[src/rtl/memroute_pkg.sv]
package memroute_pkg;

  typedef enum logic [2:0] {
    PH_IDLE,
    PH_INT,
    PH_ALE,
    PH_STB,
    PH_FIN
  } phase_t;

  // strobes from control to datapath
  typedef struct packed {
    logic latchReq;
    logic capRd;
    logic driveAddr;
    logic driveData;
    logic busActive;
  } ctlStrobe_t;

  // code-size code to byte limit; codes above 5 saturate at 16 units
  function automatic int unsigned romLimitBytes(input logic [2:0] code,
                                                input int unsigned unitBytes);
    if (code == 3'd0)
      return 0;
    else if (code > 3'd5)
      return unitBytes << 4;
    else
      return unitBytes << (code - 3'd1);
  endfunction

endpackage

[src/rtl/mem_space_router_dp.sv]
module mem_space_router_dp
  import memroute_pkg::*;
#(
  parameter int ADDR_W = 16,
  parameter int DATA_W = 8,
  parameter int SFR_AW = 8,
  parameter logic [SFR_AW-1:0] SIZE_SFR = 8'hC2,
  parameter logic [SFR_AW-1:0] WIN_SFR = 8'hC4,
  parameter logic [2:0] SIZE_RST = 3'd5,
  parameter logic [1:0] WIN_ON = 2'b01,
  parameter int unsigned ROM_UNIT = 1024,
  parameter int unsigned DRAM_BYTES = 1024
) (
  input  logic clk,
  input  logic rstN,
  input  logic sfrWrEn,
  input  logic [SFR_AW-1:0] sfrAddr,
  input  logic [DATA_W-1:0] sfrWrData,
  input  logic codeIntEn,
  input  logic [ADDR_W-1:0] reqAddr,
  input  logic [DATA_W-1:0] reqWrData,
  input  logic reqIsCode,
  input  logic reqIsWrite,
  input  ctlStrobe_t strobe,
  input  logic [DATA_W-1:0] busIn,
  output logic routeInt,
  output logic [ADDR_W-1:0] addrQ,
  output logic isCodeQ,
  output logic isWriteQ,
  output logic [DATA_W-1:0] busOut,
  output logic busOe,
  output logic [ADDR_W-DATA_W-1:0] busHi,
  output logic [DATA_W-1:0] rdData
);

  localparam int HI_W = ADDR_W - DATA_W;

  logic [2:0] sizeCode;
  logic [1:0] winCode;
  logic [DATA_W-1:0] wrDataQ;
  logic codeHit;
  logic dataHit;

  // configuration registers, only low bits are kept
  always_ff @(posedge clk or negedge rstN) begin
    if (!rstN) begin
      sizeCode <= SIZE_RST;
      winCode  <= 2'b00;
    end else if (sfrWrEn) begin
      if (sfrAddr == SIZE_SFR) sizeCode <= sfrWrData[2:0];
      if (sfrAddr == WIN_SFR)  winCode  <= sfrWrData[1:0];
    end
  end

  // routing decision from settings in force this cycle
  always_comb begin
    codeHit  = codeIntEn && (32'(reqAddr) < romLimitBytes(sizeCode, ROM_UNIT));
    dataHit  = (winCode == WIN_ON) && (32'(reqAddr) < DRAM_BYTES);
    routeInt = reqIsCode ? codeHit : dataHit;
  end

  always_ff @(posedge clk or negedge rstN) begin
    if (!rstN) begin
      addrQ    <= '0;
      isCodeQ  <= 1'b0;
      isWriteQ <= 1'b0;
      wrDataQ  <= '0;
    end else if (strobe.latchReq) begin
      addrQ    <= reqAddr;
      isCodeQ  <= reqIsCode;
      isWriteQ <= reqIsWrite & ~reqIsCode;
      wrDataQ  <= reqWrData;
    end
  end

  always_ff @(posedge clk or negedge rstN) begin
    if (!rstN)             rdData <= '0;
    else if (strobe.capRd) rdData <= busIn;
  end

  always_comb begin
    busOe  = strobe.driveAddr | strobe.driveData;
    busOut = strobe.driveData ? wrDataQ : addrQ[DATA_W-1:0];
    busHi  = strobe.busActive ? addrQ[ADDR_W-1:DATA_W] : {HI_W{1'b0}};
  end

  assert_size_hold_R12: assert property (@(posedge clk) disable iff (!rstN)
    !(sfrWrEn && sfrAddr == SIZE_SFR) |=> $stable(sizeCode));

  assert_win_hold_R12: assert property (@(posedge clk) disable iff (!rstN)
    !(sfrWrEn && sfrAddr == WIN_SFR) |=> $stable(winCode));

  // upper data bits must not leak into either setting
  assert_upper_ignored_R12: assert property (@(posedge clk) disable iff (!rstN)
    (sfrWrEn && sfrAddr == WIN_SFR && sfrWrData[DATA_W-1:3] != '0)
      |=> winCode == $past(sfrWrData[1:0]));

  assert_capture_R9: assert property (@(posedge clk) disable iff (!rstN)
    strobe.capRd |=> rdData == $past(busIn));

endmodule

[src/rtl/mem_space_router_ctl.sv]
module mem_space_router_ctl
  import memroute_pkg::*;
(
  input  logic clk,
  input  logic rstN,
  input  logic reqValid,
  input  logic reqIsCode,
  input  logic codeIntEn,
  input  logic routeInt,
  input  logic isCodeQ,
  input  logic isWriteQ,
  output ctlStrobe_t strobe,
  output logic reqReady,
  output logic accDone,
  output logic romSel,
  output logic ramSel,
  output logic aleOut,
  output logic progStoreN,
  output logic rdN,
  output logic wrN
);

  phase_t phase;
  phase_t phaseNext;

  always_comb begin
    phaseNext = phase;
    unique case (phase)
      PH_IDLE: if (reqValid) phaseNext = routeInt ? PH_INT : PH_ALE;
      PH_INT:  phaseNext = PH_IDLE;
      PH_ALE:  phaseNext = PH_STB;
      PH_STB:  phaseNext = PH_FIN;
      PH_FIN:  phaseNext = PH_IDLE;
      default: phaseNext = PH_IDLE;
    endcase
  end

  always_ff @(posedge clk or negedge rstN) begin
    if (!rstN) phase <= PH_IDLE;
    else       phase <= phaseNext;
  end

  always_comb begin
    strobe.latchReq  = (phase == PH_IDLE) && reqValid;
    strobe.capRd     = (phase == PH_STB) && (isCodeQ || !isWriteQ);
    strobe.driveAddr = (phase == PH_ALE);
    strobe.driveData = (phase == PH_STB) && !isCodeQ && isWriteQ;
    strobe.busActive = (phase == PH_ALE) || (phase == PH_STB);
  end

  always_comb begin
    reqReady   = (phase == PH_IDLE);
    accDone    = (phase == PH_INT) || (phase == PH_FIN);
    romSel     = (phase == PH_INT) && isCodeQ;
    ramSel     = (phase == PH_INT) && !isCodeQ;
    aleOut     = (phase == PH_ALE);
    progStoreN = !((phase == PH_STB) && isCodeQ);
    rdN        = !((phase == PH_STB) && !isCodeQ && !isWriteQ);
    wrN        = !((phase == PH_STB) && !isCodeQ && isWriteQ);
  end

  assert_single_enable_R8: assert property (@(posedge clk) disable iff (!rstN)
    $onehot0({romSel, ramSel, ~progStoreN, ~rdN, ~wrN}));

  assert_ale_then_strobe_R7: assert property (@(posedge clk) disable iff (!rstN)
    aleOut |=> (!progStoreN || !rdN || !wrN));

  assert_pin_forces_external_R3: assert property (@(posedge clk) disable iff (!rstN)
    (strobe.latchReq && reqIsCode && !codeIntEn) |=> (aleOut && !romSel));

  assert_busy_no_accept_R10: assert property (@(posedge clk) disable iff (!rstN)
    !reqReady |=> !romSel && !ramSel || $past(phase == PH_INT) == 1'b0);

  assert_done_after_strobe_R7: assert property (@(posedge clk) disable iff (!rstN)
    (!progStoreN || !rdN || !wrN) |=> (accDone && !reqReady));

endmodule

[src/rtl/mem_space_router.sv]
module mem_space_router
  import memroute_pkg::*;
#(
  parameter int ADDR_W = 16,
  parameter int DATA_W = 8,
  parameter int SFR_AW = 8,
  parameter int unsigned ROM_UNIT = 1024,
  parameter int unsigned DRAM_BYTES = 1024
) (
  input  logic clk,
  input  logic rstN,
  input  logic sfrWrEn,
  input  logic [SFR_AW-1:0] sfrAddr,
  input  logic [DATA_W-1:0] sfrWrData,
  input  logic codeIntEn,
  input  logic reqValid,
  input  logic reqIsCode,
  input  logic reqIsWrite,
  input  logic [ADDR_W-1:0] reqAddr,
  input  logic [DATA_W-1:0] reqWrData,
  output logic reqReady,
  output logic accDone,
  output logic romSel,
  output logic ramSel,
  output logic [ADDR_W-1:0] memAddr,
  output logic [DATA_W-1:0] rdData,
  output logic [DATA_W-1:0] busOut,
  output logic busOe,
  input  logic [DATA_W-1:0] busIn,
  output logic [ADDR_W-DATA_W-1:0] busHi,
  output logic aleOut,
  output logic progStoreN,
  output logic rdN,
  output logic wrN
);

  ctlStrobe_t strobe;
  logic routeInt;
  logic isCodeQ;
  logic isWriteQ;

  mem_space_router_dp #(
    .ADDR_W(ADDR_W), .DATA_W(DATA_W), .SFR_AW(SFR_AW),
    .ROM_UNIT(ROM_UNIT), .DRAM_BYTES(DRAM_BYTES)
  ) dp (
    .clk(clk), .rstN(rstN),
    .sfrWrEn(sfrWrEn), .sfrAddr(sfrAddr), .sfrWrData(sfrWrData),
    .codeIntEn(codeIntEn),
    .reqAddr(reqAddr), .reqWrData(reqWrData),
    .reqIsCode(reqIsCode), .reqIsWrite(reqIsWrite),
    .strobe(strobe), .busIn(busIn),
    .routeInt(routeInt), .addrQ(memAddr),
    .isCodeQ(isCodeQ), .isWriteQ(isWriteQ),
    .busOut(busOut), .busOe(busOe), .busHi(busHi), .rdData(rdData)
  );

  mem_space_router_ctl ctl (
    .clk(clk), .rstN(rstN),
    .reqValid(reqValid), .reqIsCode(reqIsCode), .codeIntEn(codeIntEn),
    .routeInt(routeInt), .isCodeQ(isCodeQ), .isWriteQ(isWriteQ),
    .strobe(strobe), .reqReady(reqReady), .accDone(accDone),
    .romSel(romSel), .ramSel(ramSel), .aleOut(aleOut),
    .progStoreN(progStoreN), .rdN(rdN), .wrN(wrN)
  );

  assert_ram_window_R5: assert property (@(posedge clk) disable iff (!rstN)
    ramSel |-> (32'(memAddr) < DRAM_BYTES));

endmodule

[config.mk]
export PLATFORM = sky130hd
export DESIGN_NAME = mem_space_router
export DESIGN_NICKNAME = d
export VERILOG_FILES = /design/src/rtl/memroute_pkg.sv /design/src/rtl/mem_space_router_dp.sv /design/src/rtl/mem_space_router_ctl.sv /design/src/rtl/mem_space_router.sv
export SDC_FILE = /design/constraint.sdc
export NUM_CORES = 1
export LEC_CHECK = 0
export CAP_MARGIN = 20
export CORE_MARGIN = 2
export CORE_UTILIZATION = 35
export DETAILED_ROUTE_END_ITERATION = 8
export GPL_TIMING_DRIVEN = 0
export PLACE_DENSITY = 0.78
export SYNTH_ARGS = -nofsm -noshare
export SYNTH_HDL_FRONTEND = slang
export SYNTH_SLANG_ARGS = --single-unit
[constraint.sdc]
create_clock -name clk -period 2.4 [get_ports clk]
set_input_delay 0.48 -clock clk [delete_from_list [all_inputs] [get_ports clk]]
set_output_delay 0.48 -clock clk [all_outputs]
set_load 0.02 [all_outputs]
==> run metrics <==
storage element area=1050 µm²; Placed Cells incl. Taps=325; worst path cell trace=buf_4, nor2b_4, and2_1, clkdlybuf4s50_1; CP startpoint kind=flop; Fin. Hold Viols=0; GR Overflow Total=0; routed len/inst=13.9 µm; # IOs=104; Setup violations, final=0; post-route setup TNS=0 ns; CTS Buffer Depth=2; first-pass GRT wire length=7560 µm; Initial Utilization=36.4%; clk root buf=clkbuf_8; initial antenna violation count=0; Crit Path Category=flop to output pin; drt first pass iters=4; Layout Cells excl Fill=333; crit-path max cell delay=0.60 ns; Worst path slowest cell=clkdlybuf4s50_1; Final HPWL DP=3610 µm; largest net degree at the start of global routing=27; family with the most delay on the worst path=buffers and inverters; fmax=0.435 GHz; CTS tree=built; RSZ-0062 raised after global routing=no; via count=1572; Hold Crit Class=primary input to asynchronous set/reset pin; Core Box Area=5540 µm²; Pwr Total=3.77 mW; most numerous cell in the Yosys netlist=mux2_2; n_diodes=0; Max IR drop VDD=0.000607 V; Mapped Cells=154; Max FO, Critical Path=9; Syn Std Cell Area=2020 µm²; CTS Buf Count=5; Fillers=483; fin util=57.6%; flops & latches, synth=42; Tot GR Track Use=15.4%; syn_area_per_cell=13.1 µm²; Die ar.=6380 µm²; 1st-iter DRT viols=44; synth top area cells=dfrtp_1 (50%), mux2_2 (24%), ha_1 (3.7%); Worst-Skew Late Latency=0.29 ns; power density over cell area=1180 nW/µm²; Async SR Flop Fraction=100%; TritonCTS Sinks=42; Fin Hold WS=0.113 ns; layout cell share with drive strength beyond 1=25.7%; CTS clk-pin slew, worst paths=0.07 ns; status=finished clean; Clock Skew=0.00198 ns; final wirelength=4640 µm; Die X=79.9 µm; design area=3190 µm²; Final Wtd Congestion=0.779; area of the multi-input gates=938 µm²; I/O Buffers=98; nets=322; DRC=0; row count=27; total of max-cap violations=0; synth unique cells=33; number of global-route vias before repair=1657; Final period util=95.8%; PnR worst setup slack=0.102 ns; Post-Place Worst Slack=-0.0683 ns; yosys warns=0; sequential element share of the synthesized area=52.3%; arrival time worst endpoint=1.82 ns; Area after DPL=3100 µm²; Post-DRT Antenna Nets=0; Synth Flop Type=dfrtp_1; P_leak=1.36 nW; worst path required time=1.92 ns; Post-synth EDFFs=0; post-DR vias/cell=4.72; synth cell count leaders=mux2_2 (43), dfrtp_1 (40), and2_1 (9); minimum clock period after layout=2.30 ns; Die Y-Extent=79.9 µm; crit end category=output pin; Max H-tree Level=2; Slew Limit Fails=0; Area growth, synth to finish=58.2%; Bufs and invs on worst path=2; post-synthesis net count=215; leading area contributor after synthesis=dfrtp_1; post-synth top area share=49.7%
[sequential cells by signal, summed over array words and instances (netlist names)]
name	cells
dp.isCodeQ	1
dp.rdData	8
ctl.phase	3
dp.wrDataQ	8
dp.sizeCode	3
dp.isWriteQ	1
dp.winCode	2
dp.addrQ	16
[report_power, final]
group          internal [mW]  switching [mW]
Clock                  0.200           0.224
Sequential              1.03           0.204
Combinational           1.14           0.979
[layout make-up]
| class | instances | share of cell area [%] |
|---|---|---|
| Buffer | 3 | 0.745 |
| Clock buffer | 7 | 2.39 |
| Inverter | 4 | 0.471 |
| Multi-Input combinational cell | 105 | 29.4 |
| Sequential cell | 42 | 33.1 |
| Tap cell | 72 | 2.82 |
| Timing Repair Buffer | 100 | 31.1 |
[kinds of logic (layout without fill, tap and decap cells)]
family          Yosys count  in the layout  share of synthesized area, %
other cells               1              1                         0.186
fa+ha+maj                 6              6                          3.72
xor+xnor                  1              1                         0.435
compound gates            7              7                          1.92
simple gates             44             44                          13.8
buf+inv                   7            114                          1.92
flops                    42             42                          52.3
mux                      46             46                          25.7
[what timing repair did]
action,in CTS,in global routing
setup endpoints to repair,19,11
hold buffers,0,0
hold endpoints to repair,0,0
buffers inserted,0,1
resized for setup,14,4
[worst reg2reg max path: cells and delay by family, from the launching register on]
kind / cells / cell delay, ns
fa+ha+maj: 1 / 0.27
simple gates: 2 / 0.76
compound gates: 3 / 0.41
flops: 1 / 0.57
[worst paths after layout]
check                            endpoint  cells after the start            from  slack (ns)
max                              busHi[6]                      4    ctl.phase[2]        0.10
min                          dp.addrQ[10]                      1            rstN        0.11
max reg2reg                  ctl.phase[1]                      6  dp.sizeCode[0]        0.25
min reg2reg                  dp.rdData[6]                      1    dp.rdData[6]        0.51
max in group asynchronous  dp.sizeCode[0]                      2            rstN        1.75
min in group clk             dp.rdData[6]                      1    dp.rdData[6]        0.51
[routing by layer]
metal,track usage (%),wire length (µm),up-vias,share of wire (%)
li1,-,-,760,-
met1,18.2,1940,746,42
met2,26.3,2280,61,49
met3,5.09,358,5,7.7
met4,5.08,63,0,1.4
met5,0,0,-,0
[cell usage in the layout, fill, tap and decap left out, types with 2 or more instances in the layout]
cell type | Yosys | layout
a21oi_1 | 2 | 2
and2_1 | 9 | 9
buf_2 | 1 | 2
buf_4 | 1 | 2
clkbuf_1 | 0 | 2
clkbuf_8 | 0 | 5
clkdlybuf4s50_1 | 0 | 87
dfrtp_1 | 40 | 39
dfstp_2 | 2 | 2
dlygate4sd2_1 | 0 | 8
ha_1 | 6 | 6
inv_1 | 4 | 3
mux2_1 | 3 | 3
mux2_2 | 43 | 43
nand2_1 | 8 | 7
nand3b_1 | 3 | 3
nand4_1 | 2 | 2
nor2_1 | 6 | 6
nor4_1 | 2 | 2
o21ai_0 | 4 | 4
or3b_2 | 2 | 2
No activity file was read; power rests on OpenSTA's default activity.
